$ cat src/rtl/ofs_pkg.sv
// Shared types for the offset programming controller.
// Assumes four offset slots, numbered in programming order.
package ofs_pkg;
    // Sequencer phases
    typedef enum logic [1:0] {
        ST_WAIT = 2'd0,
        ST_PROG = 2'd1,
        ST_RUN  = 2'd2
    } seq_state_t;

    localparam int NUM_SLOTS = 4;
    localparam int NUM_FIFOS = 2;
    // Slot index equals programming order; slot/2 is the owning FIFO
    localparam int SLOT_AF_A = 0;
    localparam int SLOT_AE_B = 1;
    localparam int SLOT_AF_B = 2;
    localparam int SLOT_AE_A = 3;
endpackage

$ cat src/rtl/ofs_rise_detect.sv
// Detects a low-to-high change of a synchronous level input.
// Assumes the level is already synchronous to clk. During global reset the
// history is cleared to 0 (treated as "in reset"), so a level that is
// already high when rst_n releases gives one rise pulse.
module ofs_rise_detect (
    input  logic clk,
    input  logic rst_n,
    input  logic lvl,
    output logic rise
);
    logic prev_q;

    // Remember last sampled level
    always_ff @(posedge clk) begin
        if (!rst_n) prev_q <= 1'b0;
        else        prev_q <= lvl;
    end

    assign rise = lvl & ~prev_q;
endmodule

$ cat src/rtl/ofs_prog_seq.sv
// Phase sequencer: waits for FIFO reset release, runs the four-write
// programming phase when asked, then enters run. Assumes lvl inputs are
// synchronous; any low level returns to the wait phase.
module ofs_prog_seq
    import ofs_pkg::*;
#(
    parameter int SLOTS = NUM_SLOTS,
    localparam int CW   = $clog2(SLOTS)
) (
    input  logic                   clk,
    input  logic                   rst_n,
    input  logic [NUM_FIFOS-1:0]   lvl,
    input  logic [NUM_FIFOS-1:0]   rise,
    input  logic                   sel_par,
    input  logic                   wr_req,
    output logic                   cap_en,
    output logic [CW-1:0]          cap_idx,
    output logic                   done
);
    localparam logic [CW-1:0] LAST = CW'(SLOTS - 1);

    seq_state_t state_q;
    logic [CW-1:0] cnt_q;
    logic all_up;

    assign all_up  = &lvl;
    assign cap_en  = (state_q == ST_PROG) && wr_req && all_up;
    assign cap_idx = cnt_q;
    assign done    = (state_q == ST_RUN);

    // Phase and slot counter update
    always_ff @(posedge clk) begin
        if (!rst_n) begin
            state_q <= ST_WAIT;
            cnt_q   <= '0;
        end else if (!all_up) begin
            state_q <= ST_WAIT;
            cnt_q   <= '0;
        end else begin
            case (state_q)
                ST_WAIT: begin
                    cnt_q <= '0;
                    if ((&rise) && sel_par) state_q <= ST_PROG;
                    else                    state_q <= ST_RUN;
                end
                ST_PROG: begin
                    if (wr_req) begin
                        cnt_q <= cnt_q + 1'b1;
                        if (cnt_q == LAST) state_q <= ST_RUN;
                    end
                end
                default: state_q <= ST_RUN;
            endcase
        end
    end
endmodule

$ cat src/rtl/ofs_reg_bank.sv
// Holds the offset slots. A capture writes one clamped slot; a preset load
// writes both slots of the owning FIFO. A capture wins over a preset (they
// cannot coincide in normal use).
module ofs_reg_bank
    import ofs_pkg::*;
#(
    parameter int OFS_W   = 8,
    parameter int OFS_MAX = 252,
    parameter int SLOTS   = NUM_SLOTS,
    localparam int CW     = $clog2(SLOTS)
) (
    input  logic                        clk,
    input  logic                        rst_n,
    input  logic [NUM_FIFOS-1:0]        preset_ld,
    input  logic [OFS_W-1:0]            preset_val,
    input  logic                        cap_en,
    input  logic [CW-1:0]               cap_idx,
    input  logic [OFS_W-1:0]            cap_data,
    output logic [SLOTS-1:0][OFS_W-1:0] ofs
);
    localparam logic [OFS_W-1:0] MAXV = OFS_W'(OFS_MAX);
    localparam logic [OFS_W-1:0] MINV = OFS_W'(1);

    logic [OFS_W-1:0] clamped;

    // Force captured value into the legal range
    always_comb begin
        if (cap_data < MINV)      clamped = MINV;
        else if (cap_data > MAXV) clamped = MAXV;
        else                      clamped = cap_data;
    end

    for (genvar g = 0; g < SLOTS; g++) begin : g_slot
        localparam int OWNER = g / 2;
        // One offset slot
        always_ff @(posedge clk) begin
            if (!rst_n)                             ofs[g] <= '0;
            else if (cap_en && cap_idx == CW'(g))   ofs[g] <= clamped;
            else if (preset_ld[OWNER])              ofs[g] <= preset_val;
        end
    end
endmodule

$ cat src/rtl/ofs_prog_ctrl.sv
// Top: almost-flag offset programming controller for a FIFO pair.
// Assumes one clock, synchronous active-low resets, and that fsel is held
// stable around reset release. Outputs are registered except fifo1_wr_en.
module ofs_prog_ctrl
    import ofs_pkg::*;
#(
    parameter int DEPTH     = 256,
    parameter int PRESET_LG = 64,
    parameter int PRESET_MD = 16,
    parameter int PRESET_SM = 8,
    localparam int OFS_W    = $clog2(DEPTH),
    localparam int OFS_MAX  = DEPTH - 4
) (
    input  logic             clk,
    input  logic             rst_n,
    input  logic             fifo1_rst_n,
    input  logic             fifo2_rst_n,
    input  logic [1:0]       fsel,
    input  logic             a_wr_en,
    input  logic [OFS_W-1:0] a_data_lo,
    output logic [OFS_W-1:0] af_a_ofs,
    output logic [OFS_W-1:0] ae_b_ofs,
    output logic [OFS_W-1:0] af_b_ofs,
    output logic [OFS_W-1:0] ae_a_ofs,
    output logic             prog_done,
    output logic             fifo1_wr_en
);
    localparam int CW = $clog2(NUM_SLOTS);

    logic [NUM_FIFOS-1:0] lvl, rise, preset_ld;
    logic [OFS_W-1:0]     preset_val;
    logic                 sel_par, cap_en, done;
    logic [CW-1:0]        cap_idx;
    logic [NUM_SLOTS-1:0][OFS_W-1:0] ofs;

    assign lvl = {fifo2_rst_n, fifo1_rst_n};

    for (genvar f = 0; f < NUM_FIFOS; f++) begin : g_rise
        ofs_rise_detect u_rise (
            .clk  (clk),
            .rst_n(rst_n),
            .lvl  (lvl[f]),
            .rise (rise[f])
        );
    end

    // Decode the select into a preset value
    always_comb begin
        case (fsel)
            2'b11:   preset_val = OFS_W'(PRESET_LG);
            2'b10:   preset_val = OFS_W'(PRESET_MD);
            2'b01:   preset_val = OFS_W'(PRESET_SM);
            default: preset_val = '0;
        endcase
    end

    assign sel_par   = (fsel == 2'b00);
    assign preset_ld = sel_par ? '0 : rise;

    ofs_prog_seq #(.SLOTS(NUM_SLOTS)) u_seq (
        .clk    (clk),
        .rst_n  (rst_n),
        .lvl    (lvl),
        .rise   (rise),
        .sel_par(sel_par),
        .wr_req (a_wr_en),
        .cap_en (cap_en),
        .cap_idx(cap_idx),
        .done   (done)
    );

    ofs_reg_bank #(.OFS_W(OFS_W), .OFS_MAX(OFS_MAX), .SLOTS(NUM_SLOTS)) u_bank (
        .clk       (clk),
        .rst_n     (rst_n),
        .preset_ld (preset_ld),
        .preset_val(preset_val),
        .cap_en    (cap_en),
        .cap_idx   (cap_idx),
        .cap_data  (a_data_lo),
        .ofs       (ofs)
    );

    assign af_a_ofs    = ofs[SLOT_AF_A];
    assign ae_b_ofs    = ofs[SLOT_AE_B];
    assign af_b_ofs    = ofs[SLOT_AF_B];
    assign ae_a_ofs    = ofs[SLOT_AE_A];
    assign prog_done   = done;
    assign fifo1_wr_en = a_wr_en & done;
endmodule

$ cat config.mk
export PLATFORM = sky130hd
export DESIGN_NAME = ofs_prog_ctrl
export DESIGN_NICKNAME = d
export VERILOG_FILES = /design/src/rtl/ofs_pkg.sv /design/src/rtl/ofs_rise_detect.sv /design/src/rtl/ofs_prog_seq.sv /design/src/rtl/ofs_reg_bank.sv /design/src/rtl/ofs_prog_ctrl.sv
export SDC_FILE = /design/constraint.sdc
export NUM_CORES = 1
export LEC_CHECK = 0
export BUFFER_PORTS_ARGS = -buffer_cell sky130_fd_sc_hd__buf_2
export CAP_MARGIN = 20
export CORE_MARGIN = 10
export CORE_UTILIZATION = 50
export DETAILED_ROUTE_END_ITERATION = 7
export PLACE_DENSITY = 0.75
export SLEW_MARGIN = 20
export SYNTH_ARGS = -nofsm -noshare
export SYNTH_HDL_FRONTEND = slang
export SYNTH_HIERARCHICAL = 1
export SYNTH_SLANG_ARGS = --single-unit
$ cat constraint.sdc
create_clock -name clk -period 4.5 [get_ports clk]
set_input_delay 0.45 -clock clk [delete_from_list [all_inputs] [get_ports clk]]
set_output_delay 0.45 -clock clk [all_outputs]
set_load 0.005 [all_outputs]
# Word level (Yosys, flattened, before mapping)
# Index checks and enable logic that the tools add are counted.
[op_classes] addsub=1 order_cmp=2 n_eq_ne=10 mux=16 n_bitwise=5 n_reduce_logical=20
[op_table] cell="$mux 8" n=8
[op_table] cell="$pmux 7 s3" n=1
[op_table] cell="$eq 2x2->1 const B" n=5
[op_table] cell="$mux 2" n=5
[op_table] cell="$reduce_bool 2->1" n=5
[op_table] cell="$gt 8x8->1 const B" n=1
[op_table] cell="$lt 8x1->1 const B" n=1
[op_table] cell="$pmux 2 s2" n=2
[op_table] cell="$reduce_and 2->1" n=4
[op_table] cell="$logic_and 1x1->1" n=7
[op_table] cell="$eq 2x1->1 const B" n=3
[op_table] cell="$logic_not 2->1" n=3
[op_table] cell="$and 1x1->1" n=3
[op_table] cell="$reduce_and 3->1" n=1
[op_table] cell="$add 2x1->2 const B" n=1
[op_table] cell="$ne 2x1->1 const B" n=1
[op_table] cell="$ne 2x2->1 const B" n=1
[op_table] cell="$not 1->1" n=2
[totals] register_bits=38 in_bits=15 wordCells=62

# Depth between registers and ports, before layout
[logic_depth] depth_word=6 depth_mapped=7

# Cells and area by module
# Netlist, hierarchy kept.
[modules_own_cells] module="ofs_reg_bank" n_inst=1 cells_per_inst=155 area_per_inst_um2=1556.5 seq_area_each_um2=640.6
[modules_own_cells] module="ofs_prog_seq" n_inst=1 cells_per_inst=23 area_per_inst_um2=210.2 seq_area_each_um2=80.1
[modules_own_cells] module="ofs_rise_detect" n_inst=2 cells_per_inst=3 area_per_inst_um2=40.0 seq_area_each_um2=20.0
[modules_own_cells] module="ofs_prog_ctrl" n_inst=1 cells_per_inst=8 area_per_inst_um2=48.8 seq_area_each_um2=0.0

# Worst setup path before layout
# Ideal clock, no wire load.
[synth_timing] path_type="input to register" from="input port fifo1_rst_n" to="register u_bank/ofs[2] (netlist name)" setup_time_ns=0.116 arrival_ns=1.762 t_required_ns=4.384 slack_ns=2.622 stages=6 n_path_buf=2 path_cell_list="nand3_1 nor3b_1 or3b_1 buf_2 buf_6 o211a_1"
[synth_between] elab_chain_cells=4
[synth_rtl] item="start, declared" line="ofs_prog_ctrl.sv:16" rtl="input logic fifo1_rst_n,"
[synth_rtl] item="$reduce_and 2->1 (*)" line="ofs_prog_seq.sv:26" rtl="assign all_up = &lvl;"
[synth_rtl] item="$logic_and 1x1->1 (*)" line="ofs_prog_seq.sv:27" rtl="assign cap_en = (state_q == ST_PROG) && wr_req && all_up;"
[synth_rtl] item="net cap_en" line="ofs_prog_ctrl.sv:32" rtl="logic sel_par, cap_en, done;"
[synth_rtl] item="$logic_and 1x1->1 (*)" line="ofs_reg_bank.sv:38" rtl="else if (cap_en && cap_idx == CW'(g)) ofs[g] <= clamped;"
[synth_rtl] item="$mux 8 or $reduce_bool 2->1 (tied branches)"
[synth_rtl] item="end signal, assigned by index" line="ofs_reg_bank.sv:38"
[synth_rtl] item="end signal, assigned by index" line="ofs_reg_bank.sv:39" rtl="else if (preset_ld[OWNER]) ofs[g] <= preset_val;"
[synth_rtl] item="end, declared" line="ofs_reg_bank.sv:19" rtl="output logic [SLOTS-1:0][OFS_W-1:0] ofs"
# Mark *: on every way through the listed nets, which the timed path passes. The rest lies on a longest branch.
# A chain may end at the register's enable or synchronous reset.

# Final worst setup path
[layout_timing] from="register u_seq.state_q[0]" to="register u_bank/ofs[16] (netlist name)"
[layout_between] elab_chain_cells=5
[layout_rtl] item="start, declared" line="ofs_prog_seq.sv:22" rtl="seq_state_t state_q;"
[layout_rtl] item="start signal, assigned" line="ofs_prog_seq.sv:34" rtl="state_q <= ST_WAIT;"
[layout_rtl] item="start signal, assigned" line="ofs_prog_seq.sv:37" rtl="state_q <= ST_WAIT;"
[layout_rtl] item="start signal, assigned" line="ofs_prog_seq.sv:43" rtl="if ((&rise) && sel_par) state_q <= ST_PROG;"
[layout_rtl] item="$eq 2x1->1 (*)" line="ofs_prog_seq.sv:27"
[layout_rtl] item="$logic_and 1x1->1 (*) (2 in a row)" line="ofs_prog_seq.sv:27"
[layout_rtl] item="net cap_en" line="ofs_prog_ctrl.sv:32"
[layout_rtl] item="$logic_and 1x1->1 (*)" line="ofs_reg_bank.sv:38"
[layout_rtl] item="$mux 8 or $reduce_bool 2->1 (tied branches)"
# Marked as above.

==> impl_metrics.env <==
export IMPL_crit_path_start="u_seq/state_q[0]"
export IMPL_numCtsBuffers=5
export IMPL_syn_area_sq_mm=0.00190
export IMPL_grt_use_met1_pct=16.4
export IMPL_coreArea_sq_mm=0.00366
export IMPL_drc=0
export IMPL_final_area_sq_mm=0.00230
export IMPL_wl_um=4380
export IMPL_grt_setup_unrepaired="false"
export IMPL_ant_nets=0
export IMPL_synthCells=192
export IMPL_grt_start_max_net_pins=36
export IMPL_p_leak_nw=1.34
export IMPL_fp_row_count=22
export IMPL_ir_drop_v=0.000194
export IMPL_grt_pass1_vias=1493
export IMPL_top_usage_layer="met2"
export IMPL_multi_input_area_sq_mm=0.00114
export IMPL_cp_slowest_cell="nand3b_1"
export IMPL_drv_cap=0
export IMPL_cts_root_buf="clkbuf_8"
export IMPL_arrival_ns=2.40
export IMPL_grt_met3_usage_pct=6.11
export IMPL_die_x_um=81.6
export IMPL_synthArstFlopShare_pct=0
export IMPL_wl_per_cell_um=14.4
export IMPL_slew_viol_final=0
export IMPL_holdPathStages=2
export IMPL_relSlewSlack_pct=40.0
export IMPL_placed_area_sq_mm=0.00220
export IMPL_max_stage_delay_ns=0.56
export IMPL_htreeDepth=2
export IMPL_vias=1586
export IMPL_place_congestion=0.747
export IMPL_yosysWarnings=6
export IMPL_hp_class="in2reg"
export IMPL_fin_crit_ns=2.22
export IMPL_clk_latency_ns=0.29
export IMPL_endpoint_kind="register"
export IMPL_dp_slack_ns=2.21
export IMPL_nNetsFinal=270
export IMPL_worst_setup_path_type="reg2reg"
export IMPL_cts_tree="built"
export IMPL_n_antenna_cell=0
export IMPL_rr_startpoint="u_seq/state_q[0]"
export IMPL_fill_cells=306
export IMPL_synth_edf_count=0
export IMPL_hold_viol=0
export IMPL_die_height_um=81.6
export IMPL_status="complete, no violations"
export IMPL_fin_cells=303
export IMPL_grt_pass1_wl_um=7140
export IMPL_startpoint_type="register"
export IMPL_cts_reportedPaths_clkPinSlew_ns=0.08
export IMPL_worstMarginPinSlew_ns=0.900
export IMPL_crit_fanout=16
export IMPL_layout_drive_gt1_share_pct=25.5
export IMPL_io_buffers=48
export IMPL_grt_use_total_pct=13.5
export IMPL_dp_hpwl_um=3210
export IMPL_power_density_mw_per_mm2=304
export IMPL_ys_seq_elements=38
export IMPL_ff2ff_path_depth=4
export IMPL_seq_area_sq_um=761
export IMPL_area_growth_pct=21.3
export IMPL_required_ns=4.68
export IMPL_cts_setup_buffers=0
export IMPL_fin_setup_tns_ns=0
export IMPL_synth_main_ff_cell="dfxtp_1"
export IMPL_cts_buffer_depth=2
export IMPL_cts_hold_buffers=0
export IMPL_overflow=0
export IMPL_cts_resized=0
export IMPL_avgViaCountPerCell=5.23
export IMPL_antenna_found_initial=0
export IMPL_finalCritPeriodShare_pct=49.4
export IMPL_io_pins=49
export IMPL_synth_avg_cell_area_sq_um=9.87
export IMPL_fmax_ghz=0.450
export IMPL_cts_sinks=38
export IMPL_holdWs_ns=0.413
export IMPL_drt_initial_drc_count=77
export IMPL_hp_start="fifo2_rst_n"
export IMPL_initial_utilization_pct=51.8
export IMPL_placed_cells=295
export IMPL_ys_types=36
export IMPL_drt_pass1_iter_count=4
export IMPL_dieArea_sq_mm=0.00665
export IMPL_crit_chain="nand3_1 -> nor3b_1 -> nand3b_1 -> o311a_1"
export IMPL_finalWorstSetupSlack_ns=2.28
export IMPL_setup_viol=0
export IMPL_skew_ns=0.00554
export IMPL_ys_seq_area_share_pct=40.1
export IMPL_met2_usage_pct=21.2
## flip-flops by register name (all words and copies together) (netlist names)
register	cells
u_bank/ofs	32
g_rise.u_rise/prev_q	2
u_seq/cap_idx	2
u_seq/state_q	2
## worst paths after layout
check	end	slack (ns)
setup reg to reg	u_bank/ofs[16]	2.28
setup / recovery	u_bank/ofs[16]	2.28
hold reg to reg	u_seq/cap_idx[0]	0.55
hold / removal	g_rise[1].u_rise/prev_q	0.41
## metal layers
layer,share of wire [%],up-vias
li1,-,807
met1,46,727
met2,44,45
met3,9.5,7
met4,0.91,0
met5,0,-
## final cells by class
class / count / area share, %
clock buffers: 6 / 3.59
clock inverters: 2 / 0.544
inverters: 1 / 0.163
multi-input cells: 160 / 49.6
flip-flops and latches: 38 / 33.1
well taps: 48 / 2.61
repair buffers: 48 / 10.4
## through the flow
step	utilization (%)	total power (W)
4_1_cts	62.8	0.000709
3_3_place_gp	60.2	0.000466
2_1_floorplan	-	0.000431
3_5_place_dp	60.2	0.000468
6_report	62.8	0.000699
5_1_grt	62.8	0.000734
## power by group
part / internal [W] / total, W / switching, W
combinational: 0.0000488 / 0.0000995 / 0.0000507
clock: 0.000123 / 0.000240 / 0.000117
sequential: 0.000352 / 0.000360 / 0.00000804
total: 0.000524 / 0.000699 / 0.000175
## cell families (layout without fill, tap and decap cells)
family	Yosys count	in the layout	synth area share, %
other	1	20	0.198
AO/OA/AOI/OAI	46	46	20.7
AND/OR/NAND/NOR	61	61	17.8
flip-flops	38	38	40.1
multiplexers	32	32	17.1
buffers and inverters	13	57	3.50
adder cells (fa/ha/maj)	1	1	0.660
## critical path, delay by kind of cell (launching register included)
kind	cells	cell delay (ns)
DFF	1	0.41
and+or+nand+nor	3	1.21
AOI/OAI and AO/OA	1	0.50
## cell usage after synthesis (all sizes together), types with 4 or more instances
| master | number | area (sq um) |
|---|---|---|
| dfxtp | 38 | 761 |
| nand2 | 30 | 113 |
| mux2i | 29 | 290 |
| o211a | 24 | 240 |
| buf | 7 | 43.8 |
| a21oi | 6 | 33.8 |
| nor2b | 6 | 52.6 |
| o21ai | 6 | 30.0 |
| clkbuf | 5 | 18.8 |
| and2 | 4 | 26.3 |
| o311a | 4 | 40.0 |
## cell usage in the layout (no fill, tap or decap), types with 4 or more instances in the layout
master / synthesis / routed
o211a_1: 24 / 24
nor2b_1: 4 / 4
a21oi_1: 5 / 5
clkbuf_8: 0 / 6
mux2i_1: 29 / 29
o21ai_0: 6 / 6
conb_1: 1 / 20
buf_2: 5 / 48
dfxtp_1: 38 / 38
nand2_1: 30 / 30
o311a_1: 4 / 4
Note: power is estimated with default switching activity, not from simulation.
